`src/rtl/retry_abort_pkg.sv`:
```
package retry_abort_pkg;

   typedef enum logic [1:0] {
      ST_IDLE   = 2'd0,
      ST_ACTIVE = 2'd1,
      ST_HALTED = 2'd2
   } req_state_e;

   // counter width needed so the largest limit fits
   function automatic int cnt_width(input int code_w, input int base_log2);
      return (2 ** code_w) + base_log2 - 1;
   endfunction

endpackage

```
`src/rtl/retry_limit_decode.sv`:
```
module retry_limit_decode #(
   parameter int CODE_W    = 3,
   parameter int BASE_LOG2 = 3,
   parameter int CNT_W     = 10
) (
   input  logic [CODE_W-1:0] code_i,
   output logic [CNT_W-1:0]  limit_o
);
   localparam int NCODE = 2 ** CODE_W;

   logic [CNT_W-1:0] tbl [NCODE];

   generate
      if (CNT_W < (NCODE + BASE_LOG2 - 1)) begin : g_bad_width
         $error("retry_limit_decode: CNT_W too narrow for the largest limit");
      end
      for (genvar g = 0; g < NCODE; g++) begin : g_entry
         if (g == 0) begin : g_none
            assign tbl[g] = '0;
         end else begin : g_pow
            assign tbl[g] = CNT_W'(1) << (g + BASE_LOG2 - 1);
         end
      end
   endgenerate

   assign limit_o = tbl[code_i];

endmodule

```
`src/rtl/retry_count_core.sv`:
```
module retry_count_core #(
   parameter int CNT_W = 10
) (
   input  logic             clk_i,
   input  logic             rst_ni,
   input  logic             start_i,
   input  logic             done_i,
   input  logic             count_en_i,
   input  logic [CNT_W-1:0] limit_i,
   output logic             hit_o,
   output logic [CNT_W-1:0] cnt_o
);
   logic [CNT_W-1:0] cnt_q;
   logic [CNT_W-1:0] limit_q;
   logic [CNT_W-1:0] cnt_inc;

   assign cnt_inc = cnt_q + CNT_W'(1);
   assign hit_o   = (limit_q != '0) && (cnt_inc == limit_q);

   always_ff @(posedge clk_i) begin
      if (!rst_ni) begin
         cnt_q   <= '0;
         limit_q <= '0;
      end else if (start_i) begin
         cnt_q   <= '0;
         limit_q <= limit_i;
      end else if (done_i) begin
         cnt_q <= '0;
      end else if (count_en_i && (cnt_q != '1)) begin
         cnt_q <= cnt_inc;
      end
   end

   assign cnt_o = cnt_q;


   no_wrap_chk: assert property (@(posedge clk_i) disable iff (!rst_ni)
      (cnt_q == '1) && !start_i && !done_i |=> cnt_q == '1);

   start_clear_chk: assert property (@(posedge clk_i) disable iff (!rst_ni)
      start_i |=> cnt_q == '0);

endmodule

```
`src/rtl/retry_abort_fsm.sv`:
```
module retry_abort_fsm
   import retry_abort_pkg::*;
(
   input  logic       clk_i,
   input  logic       rst_ni,
   input  logic       start_i,
   input  logic       done_i,
   input  logic       retry_i,
   input  logic       hit_i,
   output logic       count_en_o,
   output logic       abort_o,
   output req_state_e state_o
);
   req_state_e state_q, state_d;
   logic       abort_q;
   logic       fire;

   assign count_en_o = (state_q == ST_ACTIVE) && retry_i && !start_i && !done_i;
   assign fire       = count_en_o && hit_i;

   always_comb begin
      state_d = state_q;
      if (start_i)    state_d = ST_ACTIVE;
      else if (done_i) state_d = ST_IDLE;
      else if (fire)  state_d = ST_HALTED;
   end

   always_ff @(posedge clk_i) begin
      if (!rst_ni) begin
         state_q <= ST_IDLE;
         abort_q <= 1'b0;
      end else begin
         state_q <= state_d;
         abort_q <= fire;
      end
   end

   assign abort_o = abort_q;
   assign state_o = state_q;


   abort_pulse_chk: assert property (@(posedge clk_i) disable iff (!rst_ni)
      abort_o |=> !abort_o);

   halted_quiet_chk: assert property (@(posedge clk_i) disable iff (!rst_ni)
      (state_q == ST_HALTED) |=> !abort_o);

endmodule

```
`src/rtl/retry_abort_ctr.sv`:
```
module retry_abort_ctr
   import retry_abort_pkg::*;
#(
   parameter int CODE_W    = 3,
   parameter int BASE_LOG2 = 3,
   localparam int CNT_W    = cnt_width(CODE_W, BASE_LOG2)
) (
   input  logic             clk_i,
   input  logic             rst_ni,
   input  logic [CODE_W-1:0] limit_code_i,
   input  logic             req_start_i,
   input  logic             tgt_retry_i,
   input  logic             req_done_i,
   output logic             abort_o,
   output logic [CNT_W-1:0] retry_cnt_o
);
   generate
      if (CODE_W < 1 || BASE_LOG2 < 1) begin : g_bad_param
         $error("retry_abort_ctr: CODE_W and BASE_LOG2 must be positive");
      end
   endgenerate

   logic [CNT_W-1:0] limit_dec;
   logic             hit;
   logic             count_en;
   req_state_e       state;

   retry_limit_decode #(
      .CODE_W   (CODE_W),
      .BASE_LOG2(BASE_LOG2),
      .CNT_W    (CNT_W)
   ) u_decode (
      .code_i (limit_code_i),
      .limit_o(limit_dec)
   );

   retry_count_core #(
      .CNT_W(CNT_W)
   ) u_core (
      .clk_i     (clk_i),
      .rst_ni    (rst_ni),
      .start_i   (req_start_i),
      .done_i    (req_done_i),
      .count_en_i(count_en),
      .limit_i   (limit_dec),
      .hit_o     (hit),
      .cnt_o     (retry_cnt_o)
   );

   retry_abort_fsm u_fsm (
      .clk_i     (clk_i),
      .rst_ni    (rst_ni),
      .start_i   (req_start_i),
      .done_i    (req_done_i),
      .retry_i   (tgt_retry_i),
      .hit_i     (hit),
      .count_en_o(count_en),
      .abort_o   (abort_o),
      .state_o   (state)
   );


   done_clear_chk: assert property (@(posedge clk_i) disable iff (!rst_ni)
      req_done_i && !req_start_i |=> retry_cnt_o == '0);

   idle_hold_chk: assert property (@(posedge clk_i) disable iff (!rst_ni)
      (state != ST_ACTIVE) && !req_start_i && !req_done_i |=> $stable(retry_cnt_o));

   abort_at_limit_chk: assert property (@(posedge clk_i) disable iff (!rst_ni)
      abort_o |-> (retry_cnt_o != '0) && ($countones(retry_cnt_o) == 1));

   abort_from_active_chk: assert property (@(posedge clk_i) disable iff (!rst_ni)
      abort_o |-> $past(state) == ST_ACTIVE);

endmodule

```
`config.mk`:
```
export PLATFORM = sky130hd
export DESIGN_NAME = retry_abort_ctr
export DESIGN_NICKNAME = d
export VERILOG_FILES = /design/src/rtl/retry_abort_pkg.sv /design/src/rtl/retry_limit_decode.sv /design/src/rtl/retry_count_core.sv /design/src/rtl/retry_abort_fsm.sv /design/src/rtl/retry_abort_ctr.sv
export SDC_FILE = /design/constraint.sdc
export NUM_CORES = 1
export LEC_CHECK = 0
export ABC_AREA = 0
export BUFFER_PORTS_ARGS = -buffer_cell sky130_fd_sc_hd__buf_4
export CAP_MARGIN = 30
export CORE_UTILIZATION = 40
export CTS_BUF_LIST = sky130_fd_sc_hd__clkbuf_8
export CTS_CLUSTER_DIAMETER = 120
export DETAILED_ROUTE_END_ITERATION = 12
export PLACE_DENSITY_LB_ADDON = 0.3
export SETUP_SLACK_MARGIN = 0.3
export SLEW_MARGIN = 40
export SYNTH_ARGS = -nofsm -noshare
export SYNTH_HDL_FRONTEND = slang
export SYNTH_SLANG_ARGS = --single-unit
```
`constraint.sdc`:
```
create_clock -name clk_i -period 4.3 [get_ports clk_i]
set_input_delay 1.29 -clock clk_i [delete_from_list [all_inputs] [get_ports clk_i]]
set_output_delay 1.29 -clock clk_i [all_outputs]
set_load 0.01 [all_outputs]
```
* Word level (Yosys, flattened, before mapping)
Memory sizes are Yosys's and may differ from the RTL's. A register that Yosys moved wholly into a read port is not among the register bits.
Index checks and enable logic that the tools add are counted.
** Cells by class
- Multipliers :: 0
- Eq/ne operators :: 3
- Bitwise operators :: 2
- Add/sub/neg operators :: 1
- Muxes and demuxes :: 3
- Divide/modulo/power cells :: 0
- Shift-type cells :: 0
- Magnitude comparators :: 0
- Reduce and logical (&&, ||, !) cells :: 12
** Operators with widths (number)
- 10-bit by 1-bit adder with 10-bit output (second input constant) :: 1
- 10-bit equality test :: 1
- 10-bit inequality test (second input constant) :: 1
- 10-bit nonzero test :: 1
- 1-bit logical AND :: 6
- 3-bit inverter with 4-bit output :: 1
- 1-bit logical NOT :: 3
- 1-bit 2-to-1 mux :: 3
- 3-bit nonzero test :: 1
- 3-bit OR reduction :: 1
- 2-bit by 1-bit equality test with 1-bit output (second input constant) :: 1
- 1-bit inverter :: 1
** Word-level totals
- Memory bits (writable) :: 0
- Bits in latches :: 0
- Bits of input ports :: 8
- Memories kept :: 1
- Output and inout port bits :: 11
- Register bits after elaboration :: 13
- ROM bits :: 80
- Logic and storage cells :: 26
** Memory list
- (no name shown) :: words 8, bits a word 10, read ports 1, clocked after memory_dff 1, write ports 0, line retry_limit_decode.sv:26 : assign limit_o = tbl[code_i];

* Longest topological paths before layout
Gate-level depths: netlist of the first run.
- Word-level depth :: 8
- Mapped depth :: 8
- Mapped depth without buffers :: 6

* Hierarchy
A second synthesis of the first run with hierarchy kept.
** Unflattened totals
- Cells, all modules :: 145
- Area total of the unflattened synthesis :: 1323.8 sq um
** Modules (own cells, without submodules)
- retry_count_core :: sequential area each 400.4 sq um, cells each 121, area each 1104.8 sq um, instances 1
- retry_abort_fsm :: sequential area each 60.1 sq um, cells each 13, area each 132.6 sq um, instances 1
- retry_limit_decode :: sequential area each 0.0 sq um, cells each 11, area each 86.3 sq um, instances 1

* Worst setup path before layout of the first run
Ideal clock, no wire load.
- Path type :: input to register
- From :: input req_done_i
- To :: register u_core.cnt_q[7], in the netlist u_core.cnt_o[7]
- Data arrival time :: 2262 ps
- Slack :: 1910 ps
- Buffers on the path :: 1
- Cell stages on the path :: 6
- Setup time :: 128 ps
- Required time :: 4172 ps
- Cell sequence :: nor2b_1 -> nand3_1 -> clkbuf_1 -> nor4_2 -> xnor2_1 -> nor2_1
** Between the ends
- Word-level cells in the longest chain between the ends :: 3
- Elaborated cells on any way between the ends :: 4
- Those cells by class :: 4 x reduce/logical
** Ends and longest elaborated chain
- start: declaration :: line retry_abort_ctr.sv:13 : input logic req_done_i,
- 1-bit logical NOT :: line retry_abort_fsm.sv:18 : assign count_en_o = (state_q == ST_ACTIVE) && retry_i && !start_i && !done_i;
- 1-bit logical AND :: line retry_abort_fsm.sv:18
- 1-bit logical AND :: line retry_count_core.sv:29 : end else if (count_en_i && (cnt_q != '1)) begin
- end signal: assignment :: line retry_count_core.sv:30 : cnt_q <= cnt_inc;
- end: declaration :: line retry_count_core.sv:13 : logic [CNT_W-1:0] cnt_q;
Several ways; a longest one is shown, not always the timed one.
A chain may end at the register's enable or synchronous reset.

* Worst setup path after layout of the first run
- From :: input req_start_i
- To :: register u_core.cnt_q[7], in the netlist u_core.cnt_o[7]
** Between the ends
- Word-level cells in the longest chain between the ends :: 4
- Elaborated cells on any way between the ends :: 5
- Those cells by class :: 5 x reduce/logical
** Ends and longest elaborated chain
- start: declaration :: line retry_abort_ctr.sv:11 : input logic req_start_i,
- 1-bit logical NOT :: line retry_abort_fsm.sv:18
- 1-bit logical AND (2 in a row) :: line retry_abort_fsm.sv:18
- 1-bit logical AND :: line retry_count_core.sv:29
Several ways; a longest one is shown, not always the timed one.

==> impl_metrics.env, run 1 <==
export IMPL_cp_end_kind="flip-flop"
export IMPL_syn_avg_cell_area_um2=8.37
export IMPL_initial_utilization=0.435
export IMPL_cap_violations=0
export IMPL_dieArea_um2=3300
export IMPL_min_period_ps=2460
export IMPL_drc_errors=0
export IMPL_holdBufCountCts=0
export IMPL_startpoint_type="input port"
export IMPL_p_leak_nw=0.509
export IMPL_min_from="u_fsm.state_o[1]"
export IMPL_cts_resized_gates=0
export IMPL_syn_to_final_growth_pct=12.5
export IMPL_dpl_cell_area_um2=1340
export IMPL_grt_pass1_wl_um=4590
export IMPL_cts_sink_count=20
export IMPL_final_area_um2=1380
export IMPL_finalNetCount=171
export IMPL_track_usage=0.182
export IMPL_vdd_ir_drop_max_v=0.000205
export IMPL_top_usage_layer="met2"
export IMPL_slowest_stage="nor4_2"
export IMPL_ys_warn_count=0
export IMPL_slew_headroom=0.695
export IMPL_crit_top_cell="nor2_1"
export IMPL_clk_latency_ps=260
export IMPL_vias=1110
export IMPL_drive_gt1_frac=0.170
export IMPL_core_um2=2830
export IMPL_cpPeakStageDelay_ps=420
export IMPL_skew_ps=2.59
export IMPL_dr_first_iter_drc_count=24
export IMPL_cts_buffers=3
export IMPL_path_max_fanout=16
export IMPL_synthFlopType="dfxtp_1"
export IMPL_die_y_um=57.5
export IMPL_tns_ps=0
export IMPL_wl_per_cell_um=14.5
export IMPL_p_total_uw=339
export IMPL_hold_viol_final=0
export IMPL_synth_edf_count=0
export IMPL_synth_nets=157
export IMPL_drtPass1Iterations=4
export IMPL_wl_um=2760
export IMPL_path_clk_slew_ps=70
export IMPL_boundaryPins=19
export IMPL_grt_pass1_vias=1006
export IMPL_worst_slew_pin_slew_ps=456
export IMPL_cts_tree="done"
export IMPL_use_met2=0.294
export IMPL_power_density_nw_per_um2=245
export IMPL_fin_hold_ws_ps=494
export IMPL_drv_slew=0
export IMPL_hold_class="flip-flop to flip-flop"
export IMPL_syn_inst=147
export IMPL_diodes=0
export IMPL_fmax_mhz=407
export IMPL_clk_path_buf_depth=2
export IMPL_die_w_um=57.5
export IMPL_placed_cells=187
export IMPL_rsz0062_at_grt="no"
export IMPL_async_flop_share=0
export IMPL_ys_ff_latch=20
export IMPL_grt_max_degree=17
export IMPL_row_count=19
export IMPL_r2r_cells=6
export IMPL_viasPerCell=5.84
export IMPL_arrival_ps=2600
export IMPL_setup_viol=0
export IMPL_r2r_end="u_fsm.state_o[0]"
export IMPL_grt_use_met1=0.240
export IMPL_synth_seq_area_share=0.326
export IMPL_path_cells="buf_4 > nor2_1 > nand3_1 > nor4_2 > xnor2_1 > nor2_1"
export IMPL_port_buffer_count=18
export IMPL_ys_types=40
export IMPL_antenna_found_initial=0
export IMPL_ff2ff_setup_slack_ps=2260
export IMPL_path_class="input port to flip-flop"
export IMPL_fin_crit_sh=0.572
export IMPL_gp_congestion=0.779
export IMPL_cts_root_buf="clkbuf_8"
export IMPL_final_cell_count_no_fill=190
export IMPL_rr_startpoint="u_core.cnt_o[0]"
export IMPL_min_path_cells=2
export IMPL_dp_hpwl_um=1990
export IMPL_outcome="finished clean"
export IMPL_met3_usage=0.0295
export IMPL_ant_nets=0
export IMPL_critPathRequiredTime_ps=4440
export IMPL_post_cts_buffers=0
export IMPL_min_to="u_fsm.state_o[1]"
export IMPL_grt_overflow=0
export IMPL_synth_area_um2=1230
export IMPL_htree_levels=1
## per-layer routing
metal  wire, um  vias up
met4         50        0
li1           -      544
met5          0        -
met2       1300       29
met1       1320      532
met3         92        5
## how the worst max path moves through the flow
stage | from | to | slack [ps] | cells past startpoint
after floorplan | req_done_i | u_core.cnt_o[7] | 1910 | 6
after global placement | req_done_i | u_core.cnt_o[6] | 1630 | 6
after detailed placement | req_done_i | u_core.cnt_o[7] | 1540 | 6
after CTS | req_done_i | u_core.cnt_o[7] | 1810 | 6
after global routing | req_start_i | u_core.cnt_o[7] | 1670 | 6
final | req_start_i | u_core.cnt_o[7] | 1840 | 6
## worst max-delay path: cells and delay by family
family / cells / cell delay (ps)
buf+inv: 1 / 170
xor+xnor: 1 / 160
simple gates: 4 / 970
## cell usage in the layout, fill, tap and decap left out, drive strengths merged, types with 3 or more instances in the layout
cell,Yosys,layout
and3,7,7
buf,5,18
nand4,4,4
inv,3,3
xnor2,13,13
nand3,10,10
dfxtp,20,20
nand2,4,4
a21oi,9,9
nor3b,3,3
mux2i,3,3
nand2b,5,5
clkbuf,4,3
nand4b,3,3
nor3,6,6
nor2,21,21
## registers in the layout, summed over array words and instances, names as in the netlist
| name | flops |
|---|---|
| u_core.cnt_o | 10 |
| u_core.limit_q | 7 |
| u_fsm.state_o | 2 |
| u_fsm.abort_o | 1 |
## cell families (layout without fill, tap and decap cells)
group,Yosys count,after routing,share of synthesized area
buffers and inverters,13,25,0.0620
adder cells (fa/ha/maj),3,3,0.0285
flip-flops,20,20,0.326
XOR/XNOR,15,15,0.107
AND/OR/NAND/NOR,74,74,0.345
AO/OA/AOI/OAI,19,19,0.108
multiplexers,3,3,0.0244
## layout make-up
type	count	area [um2]
fill	274	1450
multi-input combinational	114	753
sequential	20	400
timing repair buffer	18	135
clock buffer	3	41.3
tap	31	38.8
inverter	4	15.0
## cell usage after synthesis, drive strengths merged, types with 4 or more instances
cell type  instances  area (um2)
nand3             10        50.1
nand2              4        15.0
nand2b             5        31.3
xnor2             13         114
nor2              21        78.8
a21oi              9        45.0
buf                5        46.3
nor3               6        30.0
dfxtp             20         400
clkbuf             4        15.0
nand4              4        25.0
and3               7        48.8
## power by group
part           internal [mW]  switching (mW)
clock network         0.0625          0.0603
logic                 0.0125          0.0143
registers              0.187         0.00229
## metrics by stage
stage,setup WS [ps],utilization
2_1_floorplan,1910,-
3_3_place_gp,1630,0.475
3_5_place_dp,1540,0.475
4_1_cts,1810,0.489
5_1_grt,1670,0.489
6_report,1840,0.489
No activity file was read; power rests on OpenSTA's default activity.
==> run 2, diff against run 1 <==
- clock period: 4.3 -> 2.4 ns (I/O delays scaled with it)
==> run 2 against run 1 <==
  * Total power increased by 79%
  * Count of clock-buffer cells in the layout unchanged
  * Non-clock buffer count unchanged
  * Final cell count unchanged
  * Worst setup slack got worse by 1400 ps
  * First-iteration DRC count decreased by 4.2%
  * Register-to-register slack got worse by 1800 ps
==> impl_metrics.env, run 2 (same netlist as run 1, synthesis figures left out) <==
export IMPL_drc_errors=0
export IMPL_dieArea_um2=3300
export IMPL_viasPerCell=5.78
export IMPL_grt_pass1_wl_um=4590
export IMPL_die_y_um=57.5
export IMPL_drtPass1Iterations=4
export IMPL_wl_per_cell_um=14.5
export IMPL_rsz0062_at_grt="no"
export IMPL_tns_ps=0
export IMPL_fin_crit_sh=0.811
export IMPL_setup_viol=0
export IMPL_dp_hpwl_um=1990
export IMPL_die_w_um=57.5
export IMPL_wl_um=2750
export IMPL_boundaryPins=19
export IMPL_htree_levels=1
export IMPL_vdd_ir_drop_max_v=0.000363
export IMPL_postLayoutCoreUtil=0.492
export IMPL_min_from="u_fsm.state_o[1]"
export IMPL_track_usage=0.182
export IMPL_final_cell_count_no_fill=190
export IMPL_port_buffer_count=18
export IMPL_min_path_cells=2
export IMPL_row_count=19
export IMPL_ff2ff_setup_slack_ps=450
export IMPL_finalNetCount=171
export IMPL_cp_end_kind="flip-flop"
export IMPL_n_fill_cell=272
export IMPL_final_common_cell="nor2_1"
export IMPL_arrival_ps=2100
export IMPL_grt_overflow=0
export IMPL_layout_common_cells="nor2_1 (21), dfxtp_1 (20), buf_4 (18)"
export IMPL_outcome="finished clean"
export IMPL_path_max_fanout=9
export IMPL_diodes=0
export IMPL_cp_startpoint="u_core.cnt_o[0]"
export IMPL_placed_cells=187
export IMPL_clk_latency_ps=260
export IMPL_holdBufCountCts=0
export IMPL_slew_headroom=0.695
export IMPL_grt_use_met1=0.240
export IMPL_post_cts_buffers=0
export IMPL_min_period_ps=1950
export IMPL_vias=1099
export IMPL_drv_slew=0
export IMPL_path_class="flip-flop to flip-flop"
export IMPL_ant_nets=0
export IMPL_rr_startpoint="u_core.cnt_o[0]"
export IMPL_gp_congestion=0.779
export IMPL_power_density_nw_per_um2=437
export IMPL_startpoint_type="flip-flop"
export IMPL_grt_pass1_vias=1006
export IMPL_r2r_cells=6
export IMPL_cts_root_buf="clkbuf_8"
export IMPL_cts_sink_count=20
export IMPL_p_leak_nw=0.506
export IMPL_hold_viol_final=0
export IMPL_fin_hold_ws_ps=487
export IMPL_initial_utilization=0.435
export IMPL_cap_violations=0
export IMPL_core_um2=2830
export IMPL_grt_max_degree=17
export IMPL_drive_gt1_frac=0.182
export IMPL_hold_class="flip-flop to flip-flop"
export IMPL_top_usage_layer="met2"
export IMPL_syn_to_final_growth_pct=13.1
export IMPL_skew_ps=2.90
export IMPL_use_met2=0.294
export IMPL_r2r_end="u_fsm.state_o[0]"
export IMPL_fmax_mhz=514
export IMPL_endpoint="u_fsm.state_o[0]"
export IMPL_critPathRequiredTime_ps=2560
export IMPL_worst_slew_pin_slew_ps=456
export IMPL_p_total_uw=609
export IMPL_path_clk_slew_ps=70
export IMPL_clk_path_buf_depth=2
export IMPL_largest_reg_flops=10
export IMPL_cts_resized_gates=0
export IMPL_met3_usage=0.0295
export IMPL_cts_buffers=3
export IMPL_cts_tree="done"
export IMPL_antenna_found_initial=0
export IMPL_dr_first_iter_drc_count=23
## run 2: worst min-delay path by stage
stage,endpoint
final,u_fsm.state_o[1]
after global routing,u_fsm.state_o[1]
after CTS,u_fsm.state_o[1]
after detailed placement,u_fsm.state_o[1]
after global placement,u_fsm.state_o[1]
after floorplan,u_fsm.state_o[1]
## run 2: routing by layer
| metal | share of wire | up-vias |
|---|---|---|
| met2 | 0.47 | 19 |
| met1 | 0.49 | 524 |
| met4 | 0.018 | 0 |
| met5 | 0 | - |
| met3 | 0.028 | 5 |
| li1 | - | 551 |
## run 2: critical path, cell delays in order, from the launching register on
cell       delay (ps)
dfxtp_1           370
ha_2              260
and3_4            190
and3_1            170
a2111oi_2         320
nand4_1           210
o31a_1            320
## run 2: where the power goes
part	internal [mW]	switching [mW]	leakage [nW]	total (mW)
registers	0.336	0.00411	0.162	0.340
logic	0.0223	0.0255	0.323	0.0478
clock network	0.112	0.109	0.0216	0.221
## run 2: layout make-up
type,count,area [um2],area share
flip-flops and latches,20,400,0.288
clock buffers,3,41.3,0.0297
well taps,31,38.8,0.0279
multi-input cells,114,761,0.547
repair buffers,18,135,0.0971
inverters,4,15.0,0.0108
## run 2: per-stage QoR
step | cell area (um2) | setup slack [ps]
finish | 1390 | 454
global route | 1390 | 336
CTS | 1380 | 352
detailed placement | 1340 | 208
global placement | 1340 | 299
floorplan | 1230 | 478
